===== src/rtl/scfsm_pkg.sv =====
package scfsm_pkg;

    localparam int NUM_ST = 4;
    localparam int INFO_W = 2;
    localparam int CHK_W  = $clog2(INFO_W + 1);
    localparam int OUT_W  = INFO_W + CHK_W;

    // transition table: next state index
    function automatic int tbl_next(int s, int x);
        int r;
        case (s)
            0:       r = (x != 0) ? 1 : 0;
            1:       r = (x != 0) ? 0 : 2;
            2:       r = (x != 0) ? 2 : 3;
            default: r = (x != 0) ? 1 : 0;
        endcase
        return r;
    endfunction

    // transition table: information bits
    function automatic logic [INFO_W-1:0] tbl_info(int s, int x);
        logic [INFO_W-1:0] r;
        case (s)
            0:       r = (x != 0) ? 2'b01 : 2'b00;
            1:       r = (x != 0) ? 2'b01 : 2'b10;
            2:       r = (x != 0) ? 2'b00 : 2'b11;
            default: r = (x != 0) ? 2'b11 : 2'b10;
        endcase
        return r;
    endfunction

    // inverted ones count of the information bits
    function automatic logic [CHK_W-1:0] berger_of(logic [INFO_W-1:0] v);
        logic [CHK_W-1:0] c;
        c = '0;
        for (int i = 0; i < INFO_W; i++) begin
            c = c + CHK_W'(v[i]);
        end
        return ~c;
    endfunction

    // idx-th word of width n holding exactly m ones, ascending order
    function automatic logic [31:0] code_word(int n, int m, int idx);
        logic [31:0] r;
        int          seen;
        r    = '0;
        seen = 0;
        for (int v = 0; v < (1 << n); v++) begin
            if ($countones(v) == m) begin
                if (seen == idx) begin
                    r = 32'(v);
                end
                seen++;
            end
        end
        return r;
    endfunction

endpackage


===== src/rtl/scfsm_trc2.sv =====
module scfsm_trc2 (
    input  logic [1:0] a_i,
    input  logic [1:0] b_i,
    output logic [1:0] z_o
);
    // complementary in, complementary out; any equal pair propagates
    always_comb begin
        z_o[1] = (a_i[1] & b_i[1]) | (a_i[0] & b_i[0]);
        z_o[0] = (a_i[1] & b_i[0]) | (a_i[0] & b_i[1]);
    end
endmodule


===== src/rtl/scfsm_weight_chk.sv =====
module scfsm_weight_chk #(
    parameter int N_BITS = 4,
    parameter int M_HOT  = 1
) (
    input  logic [N_BITS-1:0] word_i,
    output logic [1:0]        rail_o
);
    localparam int CW = $clog2(N_BITS + 1);

    logic [CW-1:0] cnt;

    always_comb begin
        cnt = '0;
        for (int i = 0; i < N_BITS; i++) begin
            cnt = cnt + CW'(word_i[i]);
        end
        // exact weight -> 10, light -> 00, heavy -> 11
        rail_o[1] = (cnt >= CW'(M_HOT));
        rail_o[0] = (cnt >  CW'(M_HOT));
    end
endmodule


===== src/rtl/scfsm_berger_chk.sv =====
module scfsm_berger_chk
    import scfsm_pkg::*;
(
    input  logic [OUT_W-1:0] word_i,
    output logic [1:0]       rail_o
);
    logic [CHK_W-1:0] expect_c;
    logic [1:0]       pair [CHK_W];
    logic [1:0]       acc  [CHK_W];

    assign expect_c = berger_of(word_i[INFO_W-1:0]);

    genvar j;
    generate
        for (j = 0; j < CHK_W; j++) begin : g_pair
            assign pair[j] = {expect_c[j], ~word_i[INFO_W+j]};
            if (j == 0) begin : g_first
                assign acc[j] = pair[j];
            end else begin : g_chain
                scfsm_trc2 u_trc (
                    .a_i(acc[j-1]),
                    .b_i(pair[j]),
                    .z_o(acc[j])
                );
            end
        end
    endgenerate

    assign rail_o = acc[CHK_W-1];
endmodule


===== src/rtl/scfsm_top.sv =====
module scfsm_top
    import scfsm_pkg::*;
#(
    parameter int N_BITS = 4,
    parameter int M_HOT  = 1
) (
    input  logic                    clk_i,
    input  logic                    rst_i,
    input  logic                    x_i,
    input  logic [N_BITS+OUT_W-1:0] fi_mask_i,
    input  logic [N_BITS+OUT_W-1:0] fi_val_i,
    output logic [OUT_W-1:0]        out_o,
    output logic [1:0]              z_o
);
    typedef struct packed {
        logic [N_BITS-1:0] st;
    } regs_t;

    regs_t reg_d, reg_q;

    logic [N_BITS-1:0] code_tbl [NUM_ST];
    logic [N_BITS-1:0] ns_tbl   [NUM_ST][2];
    logic [OUT_W-1:0]  ow_tbl   [NUM_ST][2];
    logic [NUM_ST-1:0] st_hit;
    logic [N_BITS-1:0] ns_raw, ns_line, st_now;
    logic [OUT_W-1:0]  ow_raw;
    logic [1:0]        rail_ns, rail_ow;

    genvar g, xb;
    generate
        for (g = 0; g < NUM_ST; g++) begin : g_code
            localparam logic [31:0] CWORD = code_word(N_BITS, M_HOT, g);
            assign code_tbl[g] = CWORD[N_BITS-1:0];
            for (xb = 0; xb < 2; xb++) begin : g_arc
                localparam int                NXT  = tbl_next(g, xb);
                localparam logic [INFO_W-1:0] INFO = tbl_info(g, xb);
                assign ns_tbl[g][xb] = code_tbl[NXT];
                assign ow_tbl[g][xb] = {berger_of(INFO), INFO};
            end
        end
    endgenerate

    always_comb begin
        reg_d  = reg_q;
        ns_raw = '0;
        ow_raw = '0;
        for (int s = 0; s < NUM_ST; s++) begin
            // only the 1 bits of a state code are tested (unate decode)
            st_hit[s] = &(reg_q.st | ~code_tbl[s]);
            ns_raw = ns_raw | ({N_BITS{st_hit[s] & ~x_i}} & ns_tbl[s][0])
                            | ({N_BITS{st_hit[s] &  x_i}} & ns_tbl[s][1]);
            ow_raw = ow_raw | ({OUT_W{st_hit[s] & ~x_i}} & ow_tbl[s][0])
                            | ({OUT_W{st_hit[s] &  x_i}} & ow_tbl[s][1]);
        end
        ns_line = (ns_raw & ~fi_mask_i[N_BITS-1:0])
                | (fi_val_i[N_BITS-1:0] & fi_mask_i[N_BITS-1:0]);
        out_o   = (ow_raw & ~fi_mask_i[N_BITS+OUT_W-1:N_BITS])
                | (fi_val_i[N_BITS+OUT_W-1:N_BITS] & fi_mask_i[N_BITS+OUT_W-1:N_BITS]);
        reg_d.st = ns_line;
    end

    always_ff @(posedge clk_i) begin
        if (rst_i) begin
            reg_q.st <= code_tbl[0];
        end else begin
            reg_q <= reg_d;
        end
    end

    assign st_now = reg_q.st;

    scfsm_weight_chk #(.N_BITS(N_BITS), .M_HOT(M_HOT)) u_wchk (
        .word_i(ns_line),
        .rail_o(rail_ns)
    );

    scfsm_berger_chk u_bchk (
        .word_i(out_o),
        .rail_o(rail_ow)
    );

    scfsm_trc2 u_merge (
        .a_i(rail_ns),
        .b_i(rail_ow),
        .z_o(z_o)
    );

endmodule


===== config.mk =====
export PLATFORM = sky130hd
export DESIGN_NAME = scfsm_top
export DESIGN_NICKNAME = d
export VERILOG_FILES = /design/src/rtl/scfsm_pkg.sv /design/src/rtl/scfsm_trc2.sv /design/src/rtl/scfsm_weight_chk.sv /design/src/rtl/scfsm_berger_chk.sv /design/src/rtl/scfsm_top.sv
export SDC_FILE = /design/constraint.sdc
export NUM_CORES = 1
export LEC_CHECK = 0
export ABC_CLOCK_PERIOD_IN_PS = 6700
export BUFFER_PORTS_ARGS = -buffer_cell sky130_fd_sc_hd__buf_2
export CAP_MARGIN = 5
export CORE_UTILIZATION = 27
export CTS_CLUSTER_DIAMETER = 80
export DETAILED_ROUTE_END_ITERATION = 12
export HOLD_SLACK_MARGIN = 0.15
export PLACE_DENSITY = 0.61
export SLEW_MARGIN = 10
export SYNTH_ARGS = -nofsm -noshare
export SYNTH_HDL_FRONTEND = slang
export SYNTH_SLANG_ARGS = --single-unit

===== constraint.sdc =====
create_clock -name clk_i -period 6.7 [get_ports clk_i]
set_clock_uncertainty 0.05 [all_clocks]
set_input_delay 0.335 -clock clk_i [delete_from_list [all_inputs] [get_ports clk_i]]
set_output_delay 0.335 -clock clk_i [all_outputs]
set_load 0.01 [all_outputs]

## Word-level counts from Yosys, hierarchy flattened

Cells that the tools add are included.

- Input bits: 19
- Flip-flop bits (word level): 4
- Word-level logic and storage cells: 53
- Output and inout bits: 6

- Add/sub/neg operators: 4
- $lt $le $gt $ge: 2
- Bitwise gates (word level): 46

Operator list:

| kind | count |
|---|---|
| 4-bit bitwise OR | 7 |
| 1-bit bitwise AND | 16 |
| 4-bit bitwise AND | 4 |
| 4-bit by 3-bit bitwise OR with 4-bit output | 3 |
| 4-bit inverter | 2 |
| 3-bit by 1-bit adder with 3-bit output | 2 |
| 1-bit by 1-bit adder with 2-bit output | 2 |
| 1-bit bitwise OR | 4 |
| 3-bit by 4-bit bitwise OR with 4-bit output | 1 |
| 4-bit by 1-bit bitwise OR with 4-bit output | 1 |
| 4-bit by 2-bit bitwise OR with 4-bit output | 1 |
| 3-bit by 1-bit greater-or-equal comparator with 1-bit output (second input constant) | 1 |
| 3-bit by 1-bit greater-than comparator with 1-bit output (second input constant) | 1 |
| 1-bit inverter | 3 |
| 2-bit by 3-bit bitwise OR with 3-bit output | 1 |
| 3-bit by 1-bit bitwise OR with 3-bit output | 1 |
| 2-bit inverter | 1 |
| 1-bit by 2-bit bitwise OR with 2-bit output | 1 |

## Longest topological paths before layout

- Depth in word-level cells: 17
- Depth in mapped cells: 12
- Gate-level depth less buffers: 11

## Hierarchy

A second synthesis with hierarchy kept.

- Cells, all modules: 61
- Area, all modules: 439.2 um^2

By module, submodules not included:

| module | cells each | times used | area each (um^2) | seq. area each (um^2) |
|---|---|---|---|---|
| scfsm_top | 39 | 1 | 276.5 | 80.1 |
| scfsm_weight_chk | 13 | 1 | 100.1 | 0.0 |
| scfsm_trc2 | 2 | 2 | 17.5 | 0.0 |
| scfsm_berger_chk | 5 | 1 | 27.5 | 0.0 |

## Least setup slack after synthesis

No wires, ideal clock.

- Kind: input-to-output
- Start: input x_i
- End: output z_o[1]
- Arrival: 2.283 ns
- Path buffers: 1
- Required time: 6.315 ns
- Slack: 4.032 ns
- Cell stages on the path: 10
- Path through: buf_6 -> o31ai_1 -> o21ai_1 -> ha_1 -> inv_1 -> fa_1 -> ha_1 -> and2_1 -> or2_2 -> o22ai_1

- Longest elaborated chain between the ends: 17

Ends and longest elaborated chain:

| item | line | source |
|---|---|---|
| start: declaration | scfsm_top.sv:9 | `input logic x_i,` |
| 1-bit inverter | scfsm_top.sv:50 | `ns_raw = ns_raw \| ({N_BITS{st_hit[s] & ~x_i}} & ns_tbl[s][0])` |
| 1-bit bitwise AND | scfsm_top.sv:50 |  |
| 1-bit by 2-bit bitwise OR with 2-bit output | scfsm_top.sv:51 | `\| ({N_BITS{st_hit[s] & x_i}} & ns_tbl[s][1]);` |
| 2-bit by 3-bit bitwise OR with 3-bit output | scfsm_top.sv:50 |  |
| 3-bit by 1-bit bitwise OR with 3-bit output | scfsm_top.sv:51 |  |
| 3-bit by 4-bit bitwise OR with 4-bit output | scfsm_top.sv:50 |  |
| 4-bit by 3-bit bitwise OR with 4-bit output | scfsm_top.sv:51 |  |
| 4-bit by 1-bit bitwise OR with 4-bit output (*) | scfsm_top.sv:50 |  |
| 4-bit by 2-bit bitwise OR with 4-bit output (*) | scfsm_top.sv:51 |  |
| 4-bit bitwise AND (*) | scfsm_top.sv:55 | `ns_line = (ns_raw & ~fi_mask_i[N_BITS-1:0])` |
| 4-bit bitwise OR (*) | scfsm_top.sv:56 | `\| (fi_val_i[N_BITS-1:0] & fi_mask_i[N_BITS-1:0]);` |
| named net ns_line[0] | scfsm_top.sv:25 | `logic [N_BITS-1:0] ns_raw, ns_line, st_now;` |
| 1-bit by 1-bit adder with 2-bit output (*) | scfsm_weight_chk.sv:15 | `cnt = cnt + CW'(word_i[i]);` |
| 3-bit by 1-bit adder with 3-bit output (*) (2 in a row) | scfsm_weight_chk.sv:15 |  |
| 3-bit by 1-bit greater-or-equal comparator with 1-bit output or 3-bit by 1-bit greater-than comparator with 1-bit output (tied branches) | scfsm_weight_chk.sv:18, scfsm_weight_chk.sv:19 |  |
| 1-bit bitwise AND | scfsm_trc2.sv:8 | `z_o[1] = (a_i[1] & b_i[1]) \| (a_i[0] & b_i[0]);` |
| 1-bit bitwise OR (*) | scfsm_trc2.sv:8 |  |
| end: declaration | scfsm_top.sv:13 | `output logic [1:0] z_o` |

Mark *: on every way through the listed nets, which the timed path passes. The rest lies on a longest branch.

## Worst setup path in the final report

- Start: register reg_q[3]
- End: output z_o[1]

- Longest elaborated chain between the ends: 11

Ends and longest elaborated chain:

| item | line | source |
|---|---|---|
| start: declaration | scfsm_top.sv:19 | `regs_t reg_d, reg_q;` |
| start signal: assignment | scfsm_top.sv:66 | `reg_q <= reg_d;` |
| 1-bit bitwise AND (*) | scfsm_top.sv:50 |  |
| 4-bit by 1-bit bitwise OR with 4-bit output (*) | scfsm_top.sv:50 |  |
| 4-bit by 2-bit bitwise OR with 4-bit output (*) | scfsm_top.sv:51 |  |
| 4-bit bitwise AND (*) | scfsm_top.sv:55 |  |
| 4-bit bitwise OR (*) | scfsm_top.sv:56 |  |
| named net ns_line[0] | scfsm_top.sv:25 |  |
| 1-bit by 1-bit adder with 2-bit output (*) | scfsm_weight_chk.sv:15 |  |
| 3-bit by 1-bit adder with 3-bit output (*) (2 in a row) | scfsm_weight_chk.sv:15 |  |
| 3-bit by 1-bit greater-or-equal comparator with 1-bit output or 3-bit by 1-bit greater-than comparator with 1-bit output (tied branches) | scfsm_weight_chk.sv:18, scfsm_weight_chk.sv:19 |  |
| 1-bit bitwise AND | scfsm_trc2.sv:8 |  |
| 1-bit bitwise OR (*) | scfsm_trc2.sv:8 |  |

Marks and branches as above.

==> results.cfg <==
[global_routing]
grt_max_degree = 10
antenna_found_initial = 0
grt_use_total_pct = 10.14
grt_pass1_wl_um = 1428
grt_overflow = 0
first_global_vias = 394

[route]
via_per_inst = 4.608
routed_wl_um = 861
drtIter0Drc = 8
ant_nets = 0
post_drt_wl_per_cell_um = 8.876
drc = 0
first_pass_iters = 2
vias = 447

[clock_network]
clkLatencyLatePin_ps = 230
tritoncts = built
clkTransAtPathRegs_ps = 40
max-clock-path-buffers = 2
cts-buffers-inserted = 3
root_buffer = clkbuf_4
cts_hold_buf = 0
ctsResizeCount = 0
cts_setup_buffers = 0
cts.sink_count = 4
htreeDepth = 1

[synthesis]
synth_fp_nets = 80
yosysSeqAreaShare_pct = 18.29
synthesis.area_um2 = 437.9
synth_edf_count = 0
syn_inst = 55
ys.flop_type = dfxtp_1
synth-seq-cells = 4
synthArstFlopShare_pct = 0
yosysUniqueCellTypes = 26
yosys_warnings = 0
syn_area_per_cell_um2 = 7.962

[finish]
largest_register = reg_q
largest_reg_flops = 4
drive_gt1_share_pct = 38.27
reg_top3 = reg_q (4)
mostFrequentLayoutCells = 24 x buf_2, 7 x nor2_1, 5 x ha_1
area_growth_pct = 34.57
diodes = 0
design_area_um2 = 589.3
final_common_cell = buf_2
fin_nets = 108

[worst_setup_path]
end_kind = output port
path_class = reg -> out
cp-start-kind = flop
critPathArrivalTime_ps = 2570
cp_slowest_cell = fa_1
worstPathCellList = o31ai_1 -> o21ai_1 -> ha_1 -> inv_1 -> fa_1 -> ha_1 -> and2_1 -> or2_2 -> o22ai_1 -> buf_2
path_delay_family = adder cells
required_ps = 6310
cpMostUsedCell = ha_1
worst-path-buf-inv = 2
worst_path_largest_cell_delay_ps = 380
crit_fanout = 6

[timing]
worstMarginPinSlew_ps = 287.8
layout_min_cycle_time_ps = 2953
timing.final.ws_setup_ps = 3747
relSlewSlack_pct = 80.81
hold_viol = 0
tns_ps = 0
setup_viol = 0
period_share_pct = 44.07
fmax_mhz = 338.7
drv_slew = 0
rsz0062_at_grt = no

[pwr]
power.density_nw_per_um2 = 176.6
p_switching_mw = 0.03432
p_clk_share_pct = 27.6
p_seq_share_pct = 26.4
total_power_mw = 0.1041
p_comb_share_pct = 46.0
leakagePower_nw = 0.3001
internal-power_mw = 0.06974
ir_drop_v = 0.00004543
p_sw_share_pct = 32.98

[status]
outcome = finished, final reports clean

[die]
die_y_um = 42.28
coreArea_um2 = 1506
core.rowCount = 14
die_area_um2 = 1787
top_level_ports = 25
fp.dieW_um = 42.28
start_util_pct = 29.07

[flow_run]
maxCapViolations = 0

[place]
place.gp.congestion = 0.7501
place_ws_ps = 3808
io_buffers = 24
dp_hpwl_um = 752.1
placed_area_um2 = 566.8

[min_path]
hold_class = in -> reg
[cells by family (layout without fill, tap and decap cells)]
logic type	after synthesis	after routing	share of synthesized area, %
buffers and inverters	5	31	5.999
DFF	4	4	18.29
AOI/OAI and AO/OA	16	16	26.57
and+or+nand+nor	21	21	23.43
muxes	3	3	6.857
adders and majority gates	6	6	18.86
[synthesized netlist by cell type (2+ instances only)]
library cell | n | area share, %
nor2b_1 | 3 | 4.3
mux2i_1 | 3 | 6.9
o21a_1 | 2 | 3.4
dfxtp_1 | 4 | 18
nor3_1 | 2 | 2.3
ha_1 | 5 | 14
o21ai_1 | 3 | 3.4
nand2_1 | 4 | 3.4
a21oi_1 | 2 | 2.3
a21oi_2 | 2 | 4.0
inv_1 | 4 | 3.4
nor2_1 | 7 | 6.0
[area by class of cell]
| class | instances | area [um2] |
|---|---|---|
| Timing Repair Buffer | 24 | 120.1 |
| Tap cell | 16 | 20.02 |
| Fill cell | 168 | 917.1 |
| Multi-Input combinational cell | 46 | 331.6 |
| Inverter | 4 | 15.01 |
| Clock buffer | 3 | 22.52 |
| Sequential cell | 4 | 80.08 |
[per-stage QoR]
stage               utilization [%]  std cells  hold slack [ps]
detailed placement            37.62         94            492.9
floorplan                         -         55            356.6
global route                  39.12         97            273.6
CTS                           39.12         97            253.1
finish                        39.12         97            254.0
global placement              37.62         94            489.1
[path summary, 6_finish.rpt]
kind | to | slack, ps | from | depth (start not counted)
hold reg to reg | reg_q[1] | 690 | reg_q[0] | 3
setup reg to reg | reg_q[0] | 5610 | reg_q[3] | 3
setup / recovery | z_o[1] | 3750 | reg_q[3] | 10
hold / removal | reg_q[1] | 250 | rst_i | 2
[layer usage]
layer  up-vias  track usage (%)  part of all wire, %
met5         -                0                    0
met2        19            17.85                   46
met1       184            12.20                   46
li1        244                -                    -
met3         0           0.4310                  8.7
met4         0            5.625                    0
[power groups by stage]
stage	Combinational, mW	Sequential (mW)	Clock, mW
6_report	0.0479	0.0275	0.0287
5_1_grt	0.0548	0.0277	0.0304
4_1_cts	0.0491	0.0274	0.0295
3_5_place_dp	0.0489	0.0278	0
3_3_place_gp	0.0482	0.0277	0
2_1_floorplan	0.0334	0.0273	0
No activity file was read; power rests on OpenSTA's default activity.
